File: src/rtl/gr_pkg.sv
package gr_pkg;
    localparam int REG_W      = 10;
    localparam int SEL_W      = 5;
    localparam int CHIPS      = 1023;
    localparam int CHIP_W     = $clog2(CHIPS);
    localparam int DATA_DIV   = 20;
    localparam int DATA_W     = $clog2(DATA_DIV);
    localparam int DITHER_DIV = 6;
    localparam int DITHER_W   = $clog2(DITHER_DIV);
    localparam int DLY_MAX    = 19;
    localparam int IDX_W      = $clog2(REG_W);

    localparam logic [REG_W-1:0] G1_FB_MASK = 10'b10_0000_0100;
    localparam logic [REG_W-1:0] G2_FB_MASK = 10'b11_1010_0110;

    typedef enum logic {SYNC_FREE, SYNC_ARMED} sync_st_t;

    typedef struct packed {
        logic [IDX_W-1:0] a;
        logic [IDX_W-1:0] b;
    } tap_pair_t;

    function automatic tap_pair_t mk(input int s1, input int s2);
        tap_pair_t t;
        t.a = IDX_W'(s1 - 1);
        t.b = IDX_W'(s2 - 1);
        return t;
    endfunction

    function automatic tap_pair_t g2_taps(input logic [SEL_W-1:0] sv);
        tap_pair_t t;
        unique case (sv)
            5'd0:  t = mk(2, 6);   5'd1:  t = mk(3, 7);
            5'd2:  t = mk(4, 8);   5'd3:  t = mk(5, 9);
            5'd4:  t = mk(1, 9);   5'd5:  t = mk(2, 10);
            5'd6:  t = mk(1, 8);   5'd7:  t = mk(2, 9);
            5'd8:  t = mk(3, 10);  5'd9:  t = mk(2, 3);
            5'd10: t = mk(3, 4);   5'd11: t = mk(5, 6);
            5'd12: t = mk(6, 7);   5'd13: t = mk(7, 8);
            5'd14: t = mk(8, 9);   5'd15: t = mk(9, 10);
            5'd16: t = mk(1, 4);   5'd17: t = mk(2, 5);
            5'd18: t = mk(3, 6);   5'd19: t = mk(4, 7);
            5'd20: t = mk(5, 8);   5'd21: t = mk(6, 9);
            5'd22: t = mk(1, 3);   5'd23: t = mk(4, 6);
            5'd24: t = mk(5, 7);   5'd25: t = mk(6, 8);
            5'd26: t = mk(7, 9);   5'd27: t = mk(8, 10);
            5'd28: t = mk(1, 6);   5'd29: t = mk(2, 7);
            5'd30: t = mk(3, 8);   default: t = mk(4, 9);
        endcase
        return t;
    endfunction
endpackage

File: src/rtl/gr_lfsr.sv
module gr_lfsr #(
    parameter int               W    = 10,
    parameter logic [W-1:0]     MASK = '1
) (
    input  logic         clk,
    input  logic         rst_n,
    input  logic         adv,
    output logic [W-1:0] q,
    output logic         nxt_ones
);
    logic [W-1:0] nxt;

    always_comb begin
        nxt      = {q[W-2:0], ^(q & MASK)};
        nxt_ones = &nxt;
    end

    always_ff @(posedge clk or negedge rst_n) begin
        if (!rst_n)   q <= '1;
        else if (adv) q <= nxt;
    end

    // register holds without an advance
    a_r3_hold: assert property (@(posedge clk) disable iff (!rst_n)
        !adv |=> $stable(q));
endmodule

File: src/rtl/phase_track.sv
module phase_track
    import gr_pkg::*;
(
    input  logic              clk,
    input  logic              rst_n,
    input  logic              chip_en,
    input  logic              wrap,
    input  logic              snap,
    input  logic              resync_req,
    output logic              epoch,
    output logic              data_clk,
    output logic              dither_clk,
    output logic [CHIP_W-1:0] chip_phase,
    output logic [DATA_W-1:0] data_phase
);
    sync_st_t            st_q, st_d;
    logic                realign;
    logic [CHIP_W-1:0]   chip_cnt;
    logic [DATA_W-1:0]   data_cnt;
    logic [DITHER_W-1:0] dith_cnt;

    always_ff @(posedge clk or negedge rst_n) begin
        if (!rst_n) st_q <= SYNC_FREE;
        else        st_q <= st_d;
    end

    always_comb begin
        st_d    = st_q;
        realign = 1'b0;
        unique case (st_q)
            SYNC_FREE:  if (resync_req) st_d = SYNC_ARMED;
            SYNC_ARMED: if (wrap) begin
                st_d    = SYNC_FREE;
                realign = 1'b1;
            end
        endcase
    end

    always_ff @(posedge clk or negedge rst_n) begin
        if (!rst_n) begin
            chip_cnt   <= '0;
            data_cnt   <= '0;
            dith_cnt   <= '0;
            epoch      <= 1'b0;
            chip_phase <= '0;
            data_phase <= '0;
        end else begin
            epoch <= wrap;
            if (snap) begin
                chip_phase <= chip_cnt;
                data_phase <= data_cnt;
            end
            if (wrap)         chip_cnt <= '0;
            else if (chip_en) chip_cnt <= chip_cnt + 1'b1;
            if (wrap) begin
                if (realign)                             data_cnt <= '0;
                else if (data_cnt == DATA_W'(DATA_DIV-1)) data_cnt <= '0;
                else                                     data_cnt <= data_cnt + 1'b1;
                if (dith_cnt == DITHER_W'(DITHER_DIV-1)) dith_cnt <= '0;
                else                                     dith_cnt <= dith_cnt + 1'b1;
            end
        end
    end

    always_comb begin
        data_clk   = data_cnt < DATA_W'(DATA_DIV/2);
        dither_clk = dith_cnt < DITHER_W'(DITHER_DIV/2);
    end

    a_r4_chip_range: assert property (@(posedge clk) disable iff (!rst_n)
        chip_cnt <= CHIP_W'(CHIPS-1));
    a_r4_epoch_zero: assert property (@(posedge clk) disable iff (!rst_n)
        epoch |-> chip_cnt == '0);
    a_r6_data_range: assert property (@(posedge clk) disable iff (!rst_n)
        data_cnt <= DATA_W'(DATA_DIV-1));
    a_r7_realign: assert property (@(posedge clk) disable iff (!rst_n)
        (st_q == SYNC_ARMED && wrap) |=> data_cnt == '0);
    a_r8_dither_edge: assert property (@(posedge clk) disable iff (!rst_n)
        !$stable(dither_clk) |-> epoch);
endmodule

File: src/rtl/dither_mux.sv
module dither_mux
    import gr_pkg::*;
(
    input  logic             clk,
    input  logic             rst_n,
    input  logic             prompt,
    input  logic             dither_clk,
    input  logic [SEL_W-1:0] dly_sel,
    output logic             code_dither
);
    localparam int DEPTH = DLY_MAX;

    logic [DEPTH-1:0] hist;
    logic [SEL_W-1:0] dly_eff;
    logic             delayed;

    always_ff @(posedge clk or negedge rst_n) begin
        if (!rst_n) hist <= '0;
        else        hist <= {hist[DEPTH-2:0], prompt};
    end

    always_comb begin
        if (dly_sel == '0)                      dly_eff = SEL_W'(1);
        else if (dly_sel > SEL_W'(DEPTH))       dly_eff = SEL_W'(DEPTH);
        else                                    dly_eff = dly_sel;
        delayed     = hist[dly_eff - 1'b1];
        code_dither = dither_clk ? delayed : prompt;
    end

    a_r9_one_cycle: assert property (@(posedge clk) disable iff (!rst_n)
        (dly_eff == SEL_W'(1) && $past(rst_n)) |-> delayed == $past(prompt));
    a_r9_clamped: assert property (@(posedge clk) disable iff (!rst_n)
        dly_eff >= SEL_W'(1) && dly_eff <= SEL_W'(DEPTH));
endmodule

File: src/rtl/gold_replica.sv
module gold_replica
    import gr_pkg::*;
(
    input  logic              clk,
    input  logic              rst_n,
    input  logic              chip_en,
    input  logic [SEL_W-1:0]  sv_sel,
    input  logic [SEL_W-1:0]  dly_sel,
    input  logic              snap,
    input  logic              resync_req,
    output logic              code_prompt,
    output logic              code_dither,
    output logic              epoch,
    output logic              data_clk,
    output logic              dither_clk,
    output logic [CHIP_W-1:0] chip_phase,
    output logic [DATA_W-1:0] data_phase
);
    localparam logic [REG_W-1:0] MASKS [2] = '{G1_FB_MASK, G2_FB_MASK};

    logic [REG_W-1:0] gq [2];
    logic [1:0]       ones;
    logic             wrap;
    tap_pair_t        taps;

    for (genvar i = 0; i < 2; i++) begin : g_reg
        gr_lfsr #(.W(REG_W), .MASK(MASKS[i])) u_lfsr (
            .clk      (clk),
            .rst_n    (rst_n),
            .adv      (chip_en),
            .q        (gq[i]),
            .nxt_ones (ones[i])
        );
    end

    always_comb begin
        taps        = g2_taps(sv_sel);
        code_prompt = gq[0][REG_W-1] ^ gq[1][taps.a] ^ gq[1][taps.b];
        wrap        = chip_en & (&ones);
    end

    // both registers return to all ones together
    a_r4_joint_start: assert property (@(posedge clk) disable iff (!rst_n)
        wrap |=> (&gq[0]) && (&gq[1]));

    phase_track u_track (
        .clk        (clk),
        .rst_n      (rst_n),
        .chip_en    (chip_en),
        .wrap       (wrap),
        .snap       (snap),
        .resync_req (resync_req),
        .epoch      (epoch),
        .data_clk   (data_clk),
        .dither_clk (dither_clk),
        .chip_phase (chip_phase),
        .data_phase (data_phase)
    );

    dither_mux u_dither (
        .clk         (clk),
        .rst_n       (rst_n),
        .prompt      (code_prompt),
        .dither_clk  (dither_clk),
        .dly_sel     (dly_sel),
        .code_dither (code_dither)
    );
endmodule

File: config.mk
export PLATFORM = sky130hd
export DESIGN_NAME = gold_replica
export DESIGN_NICKNAME = d
export VERILOG_FILES = /design/src/rtl/gr_pkg.sv /design/src/rtl/gr_lfsr.sv /design/src/rtl/phase_track.sv /design/src/rtl/dither_mux.sv /design/src/rtl/gold_replica.sv
export SDC_FILE = /design/constraint.sdc
export NUM_CORES = 1
export LEC_CHECK = 0
export BUFFER_PORTS_ARGS = -buffer_cell sky130_fd_sc_hd__buf_2
export CAP_MARGIN = 20
export CELL_PAD_IN_SITES_DETAIL_PLACEMENT = 1
export CELL_PAD_IN_SITES_GLOBAL_PLACEMENT = 2
export CORE_AREA = 2 2 103 105
export DETAILED_ROUTE_END_ITERATION = 10
export DIE_AREA = 0 0 105 107
export HOLD_SLACK_MARGIN = 0.05
export PLACE_DENSITY_LB_ADDON = 0.1
export SYNTH_ARGS = -nofsm -noshare
export SYNTH_HDL_FRONTEND = slang
export SYNTH_SLANG_ARGS = --single-unit
export TNS_END_PERCENT = 1
File: constraint.sdc
create_clock -name clk -period 4.56 [get_ports clk]
set_input_delay 0.228 -clock clk [delete_from_list [all_inputs] [get_ports clk]]
set_output_delay 0.228 -clock clk [all_outputs]
set_load 0.1 [all_outputs]
After elaboration in Yosys (flattened, before gate mapping)
Memory sizes are Yosys's and may differ from the RTL's.
Index checks and enable logic that the tools add are counted.
{ "classes": {"order_cmp": 6, "n_addsub": 4, "reduce_logical": 5, "n_eq_ne": 2, "n_mux": 19, "bitwise_logic": 4} }
{ "ops": {"columns": ["cell", "n"], "rows": [
  ["$mux 10", 2],
  ["$mux 5", 4],
  ["$reduce_and 20->1", 1],
  ["$reduce_xor 10->1", 2],
  ["$add 10x1->10 const B", 1],
  ["$lt 4x5->1 const B", 2],
  ["$bmux 1 s4", 2],
  ["$mux 1", 8],
  ["$lt 5x6->1 const B", 1],
  ["$add 5x1->5 const B", 1],
  ["$bmux 1 s5", 1],
  ["$eq 5x5->1 const B", 1],
  ["$gt 5x5->1 const B", 1],
  ["$logic_not 5->1", 1],
  ["$lt 5x4->1 const B", 1],
  ["$sub 5x1->5 const B", 1],
  ["$add 3x1->3 const B", 1],
  ["$eq 3x3->1 const B", 1],
  ["$lt 3x2->1 const B", 1],
  ["$mux 3", 1],
  ["$pmux 1 s2", 1],
  ["$reduce_bool 2->1", 1],
  ["$xor 1x1->1", 2],
  ["$and 1x1->1", 1],
  ["$not 1->1", 1]
]} }
{ "word_totals": {"input_bits": 15, "rom_bits": 256, "mem_count": 1, "output_inout_bits": 20, "word_cells": 51, "reg_bits": 74} }
{ "mem_list": {"columns": ["name", "words", "width", "rd", "rd_ports_with_merged_regs", "write_ports", "line", "source"], "rows": [
  ["(name not given)", 32, 8, 1, 0, 0, "gr_pkg.sv:32", "unique case (sv)"]
]} }

Depth between registers and ports, before layout
{ "logic_depth": {"ltp_word": 7, "mapped_depth": 10} }

Modules after synthesis
Synthesis repeated with hierarchy kept, for this count alone.
{ "hier_totals": {"cells_unflattened": 389, "area_unflattened_um2": 4267.8} }
{ "modules_own_cells": {"columns": ["mod", "cells_each", "seq_area_each_um2", "instances", "area_each_um2"], "rows": [
  ["phase_track", 129, 875.8, 1, 1516.5],
  ["dither_mux", 74, 475.5, 1, 884.6],
  ["gold_replica", 111, 0.0, 1, 832.0],
  ["gr_lfsr (g_reg[1].u_lfsr)", 39, 262.8, 1, 520.5],
  ["gr_lfsr (g_reg[0].u_lfsr)", 36, 262.8, 1, 514.2]
]} }

Least setup slack after synthesis
Ideal clock, no wire load.
{ "synth_path": {"path_kind": "input -> output", "startpoint": "in sv_sel[1]", "endpoint": "out code_dither", "slack_ns": -0.181, "path_stages": 10, "n_path_buf": 0, "t_arrival_ns": 4.513, "cell_sequence": "inv_1 ha_1 xor2_1 a211oi_2 a211oi_4 mux4_2 nor2_1 o32ai_1 xnor2_1 o22a_1"} }
{ "synth_via": {"elab_chain_cells": 6} }
{ "synth_rtl": {"columns": ["element", "line", "source"], "rows": [
  ["from (decl)", "gold_replica.sv:7", "input logic [SEL_W-1:0] sv_sel,"],
  ["$mem_v2 32x8 (*)", null, null],
  ["$bmux 1 s4", "gold_replica.sv:38", "code_prompt = gq[0][REG_W-1] ^ gq[1][taps.a] ^ gq[1][taps.b];"],
  ["$mux 1 (not written as such)", "gold_replica.sv:38", null],
  ["$xor 1x1->1", "gold_replica.sv:38", null],
  ["$xor 1x1->1 (*)", "gold_replica.sv:38", null],
  ["net code_prompt", "gold_replica.sv:11", "output logic code_prompt,"],
  ["$mux 1 (*)", "dither_mux.sv:27", "code_dither = dither_clk ? delayed : prompt;"],
  ["to (decl)", "gold_replica.sv:12", "output logic code_dither,"]
]} }
Mark *: on every way through the listed nets, which the timed path passes. The rest lies on a longest branch. The select of a mux whose other input is x is not followed.

Worst setup path in the final report
{ "layout_path": {"startpoint": "in sv_sel[0]", "endpoint": "out code_dither"} }
{ "layout_via": {"elab_chain_cells": 6} }
{ "layout_rtl": {"columns": ["element", "line"], "rows": [
  ["$mem_v2 32x8 (*)", null],
  ["$bmux 1 s4", "gold_replica.sv:38"],
  ["$mux 1 (not written as such)", "gold_replica.sv:38"],
  ["$xor 1x1->1", "gold_replica.sv:38"],
  ["$xor 1x1->1 (*)", "gold_replica.sv:38"],
  ["$mux 1 (*)", "dither_mux.sv:27"]
]} }
Every way passes the cells marked *; elsewhere a longest branch is shown, timed or not. The select of a mux whose other input is x is not followed.

==> qor.log <==
[cts] buffer depth of the longest clock path 2
[grt] first-pass GRT wire length 14300 um
[critical_path] critical register-to-register path endpoint u_track.data_cnt[4]$_DFFE_PN0N_
[routing] vias after detailed routing 2783
[critical_path] beginning of the worst register-to-register path g_reg[1].u_lfsr.q[1]$_DFFE_PN1P_
[power_and_ir_drop] share of total power in the clock network 0.202
[cts] source-to-sink clock delay at the later pin of the worst-skew pair 0.33 ns
[critical_path] type of the worst setup path input pin to output pin
[cts] clock transition at the registers of the reported paths 0.07 ns
[final_layout] P&R area growth vs syn 12.6%
[hold_path] number of cells traversed by the worst hold path 3
[power_and_ir_drop] Power Density 557 mW/mm2
[routing] drt wl/cell 15.9 um
[critical_path] cell with the most instances on the worst path sky130_fd_sc_hd__buf_2
[die] full die area 0.0112 mm2
[logic_synthesis] top_reg_cell synth sky130_fd_sc_hd__dfrtp_1
[critical_path] data arrival time of the worst path 3.17 ns
[timing] Highest Clock Rate 294 MHz
[logic_synthesis] portion of the post-synthesis area used by sequential elements 0.477
[timing] clock period minus final worst setup slack 3.40 ns
[final_layout] # fillers 1124
[cts] number of setup buffers added after CTS 0
[critical_path] element type at the critical path end output pin
[timing] worst setup skew after layout 0.00884 ns
[timing] accumulated negative setup slack 0 ns
[final_layout] layout cell share with drive strength beyond 1 0.323
[power_and_ir_drop] Combinational Power Share 0.346
[timing] RSZ-0062 raised after global routing no
[final_layout] Layout Cell Area excl Fill 0.00443 mm2
[timing] Final Hold Fails 0
[power_and_ir_drop] internal power of the cells 1.52 mW
[cts] clock tree sinks 74
[flow_run] max-capacitance violation count 0
[final_layout] leading cell type in the layout, fill and taps excluded sky130_fd_sc_hd__dfrtp_1
[logic_synthesis] Yosys Warn Count 0
[logic_synthesis] Syn Inst Count 347
[critical_path] worst-path fanout max 12
[timing] Slew @ Worst Pin 0.650 ns
[logic_synthesis] most area-hungry cell type in the Yosys netlist sky130_fd_sc_hd__dfrtp_1
[timing] final cycle utilization of the critical path 0.746
[power_and_ir_drop] leakage 1.91 nW
[final_layout] total area of sequential cells 0.00188 mm2
[critical_path] length in cells of the worst reg-to-reg path 7
[final_layout] most frequent cells in the layout sky130_fd_sc_hd__dfrtp_1, sky130_fd_sc_hd__mux2_2, sky130_fd_sc_hd__buf_2
[placement] hpwl dp 6010 um
[logic_synthesis] area share of the leading cell type in the synthesized netlist 0.344
[power_and_ir_drop] sequential share of power 0.453
[final_layout] final antenna diode count 0
[critical_path] count of buffer and inverter cells on the critical path 3
[hold_path] hold-critical path endpoint u_track.st_q$_DFF_PN0_
[die] die extent in y 107 um
[power_and_ir_drop] P_sw 945 uW
[logic_synthesis] synthesized area per cell 11.3 um2
[placement] placement-stage cell area 0.00422 mm2
[logic_synthesis] total standard cell area after synthesis 0.00393 mm2
[timing] final-report setup violation count 0
[final_layout] net count of the finished layout 407
[routing] starting DRC count in detailed routing 77
[status] outcome finished, final reports clean
[placement] Placer Congestion 0.785
[routing] routed via count divided by cell count 5.32
[power_and_ir_drop] net switching fraction of the power 0.383
[grt] final global-route overflow total 0
[power_and_ir_drop] peak supply drop 0.000287 V
[die] starting utilization of the core area 0.390
[logic_synthesis] distinct cell type count of the synthesized netlist 65
[grt] overall fraction of global-route tracks in use 0.160
[die] Die Width 105 um
[cts] CTS Hold Buffers Added 1
[final_layout] area occupied by multi-input gates 0.00195 mm2
[critical_path] cells traversed along the worst timing path buf_2 > inv_1 > ha_1 > xor2_1 > a211oi_2 > a211oi_4 > mux4_2 > nor2_1 > o32ai_1 > xnor2_2 > o22a_1 > buf_2
[critical_path] cell with the biggest individual delay on the critical path sky130_fd_sc_hd__mux4_2
[critical_path] family with the most delay on the worst path compound AO/OA/AOI/OAI gates
[critical_path] number of logic stages on the critical path including buffering 12
[final_layout] Util after Layout 0.439
[logic_synthesis] number of synthesized flops with an enable pin 0
[die] core box area 0.0101 mm2
[routing] count of nets left with antenna violations after detail routing 0
[logic_synthesis] number of storage elements in the synthesis netlist 74
[routing] length of the first detailed-routing pass in iterations 4
[routing] Detailed Route WL 8320 um
[cts] TritonCTS Buffers 9
[cts] H-tree levels 3
[critical_path] Worst R2R Setup Slack 2.29 ns
[critical_path] startpoint type of the worst setup path input pin
[critical_path] maximum single-stage delay on the critical path 0.55 ns
[grt] via count of the first global-routing pass 2825
[timing] headroom to the max-slew limit 0.566
[die] I/O pin cnt 35
[logic_synthesis] proportion of synthesized flip-flops having asynchronous set or reset 1.00
[routing] DR DRC count 0
[grt] pin count of the biggest net entering global routing 46
[hold_path] worst min-delay path category input pin to register
[grt] antenna violations before repair 0
[hold_path] worst min-delay path startpoint resync_req
[cts] root buffer cell sky130_fd_sc_hd__clkbuf_8
[logic_synthesis] syn nets 372
[logic_synthesis] main area contributors after synthesis sky130_fd_sc_hd__dfrtp_1, sky130_fd_sc_hd__dfstp_2, sky130_fd_sc_hd__mux2_2
[placement] number of buffers added on ports 34
[cts] number of gates resized after CTS 0
[cts] TritonCTS clock tree done
[timing] pins over their slew limit 0
[critical_path] required time of the critical path 4.33 ns
[die] number of core rows 37
## layout make-up
type / count / share of cell area
clock buffer: 12 / 0.0328
multi-input combinational: 249 / 0.441
tap: 136 / 0.0384
timing repair buffer: 36 / 0.0424
inverter: 12 / 0.0102
sequential: 74 / 0.424
clock inverter: 4 / 0.0116
## logic make-up (layout without fill, tap and decap cells)
| family | after synthesis | after routing | share of synthesized area |
|---|---|---|---|
| compound gates | 63 | 63 | 0.116 |
| xor+xnor | 17 | 17 | 0.0379 |
| fa+ha+maj | 10 | 10 | 0.0318 |
| buf+inv | 24 | 64 | 0.0280 |
| flops | 74 | 74 | 0.477 |
| mux | 49 | 49 | 0.156 |
| simple gates | 110 | 110 | 0.152 |
## stage by stage
stage,power (mW),instances,setup slack (ns),hold WS [ns]
final,2.47,523,1.16,0.162
after global routing,2.62,523,0.910,0.155
after CTS,2.50,523,1.15,0.138
after detailed placement,1.99,506,1.16,0.294
after global placement,1.97,506,1.27,0.291
after floorplan,1.77,347,0.543,-0.0676
## routing by layer
layer  GRT usage  vias up  wire length (um)
li1            -     1332                 -
met1       0.222     1415              4120
met2       0.254       32              3920
met3      0.0389        4               226
met4      0.0390        0                52
met5           0        -                 0
## how the worst max path moves through the flow
stage	end	slack [ns]	startpoint
finish	code_dither	1.16	sv_sel[0]
CTS	code_dither	1.15	sv_sel[0]
global route	code_dither	0.91	sv_sel[1]
global placement	code_dither	1.27	sv_sel[0]
floorplan	code_dither	0.54	sv_sel[1]
detailed placement	code_dither	1.16	sv_sel[0]
## power groups by stage
stage               clock network [mW]  registers (mW)  logic (mW)
global route                     0.548            1.16       0.921
CTS                              0.520            1.12       0.862
finish                           0.497            1.12       0.852
detailed placement                   0            1.13       0.857
global placement                     0            1.12       0.844
floorplan                            0            1.23       0.550
## Yosys cell counts (8+ instances only)
master / count
sky130_fd_sc_hd__ha_1: 10
sky130_fd_sc_hd__nand2_1: 20
sky130_fd_sc_hd__dfrtp_1: 54
sky130_fd_sc_hd__inv_1: 12
sky130_fd_sc_hd__o21ai_0: 15
sky130_fd_sc_hd__mux2_2: 34
sky130_fd_sc_hd__dfstp_2: 20
sky130_fd_sc_hd__xor2_1: 8
sky130_fd_sc_hd__a21oi_1: 9
sky130_fd_sc_hd__nand3_1: 12
sky130_fd_sc_hd__nor2_1: 26
sky130_fd_sc_hd__xnor2_1: 9
## registers in the layout, indices dropped and copies added, names as in the netlist
name	cells
u_track.epoch	1
u_track.data_cnt	5
g.u_lfsr.q	20
u_track.dith_cnt	3
u_track.chip_phase	10
u_track.st_q	1
u_track.chip_cnt	10
u_track.data_phase	5
u_dither.hist	19
## worst register-to-register path, cell delays in order (launching register included)
cell	delay (ns)
sky130_fd_sc_hd__dfstp_2	0.59
sky130_fd_sc_hd__ha_1	0.26
sky130_fd_sc_hd__xnor2_1	0.29
sky130_fd_sc_hd__and3_1	0.60
sky130_fd_sc_hd__nand4_1	0.16
sky130_fd_sc_hd__o21ai_0	0.09
sky130_fd_sc_hd__a22oi_1	0.08
sky130_fd_sc_hd__o22ai_1	0.13
(Power assumes the default switching activity.)
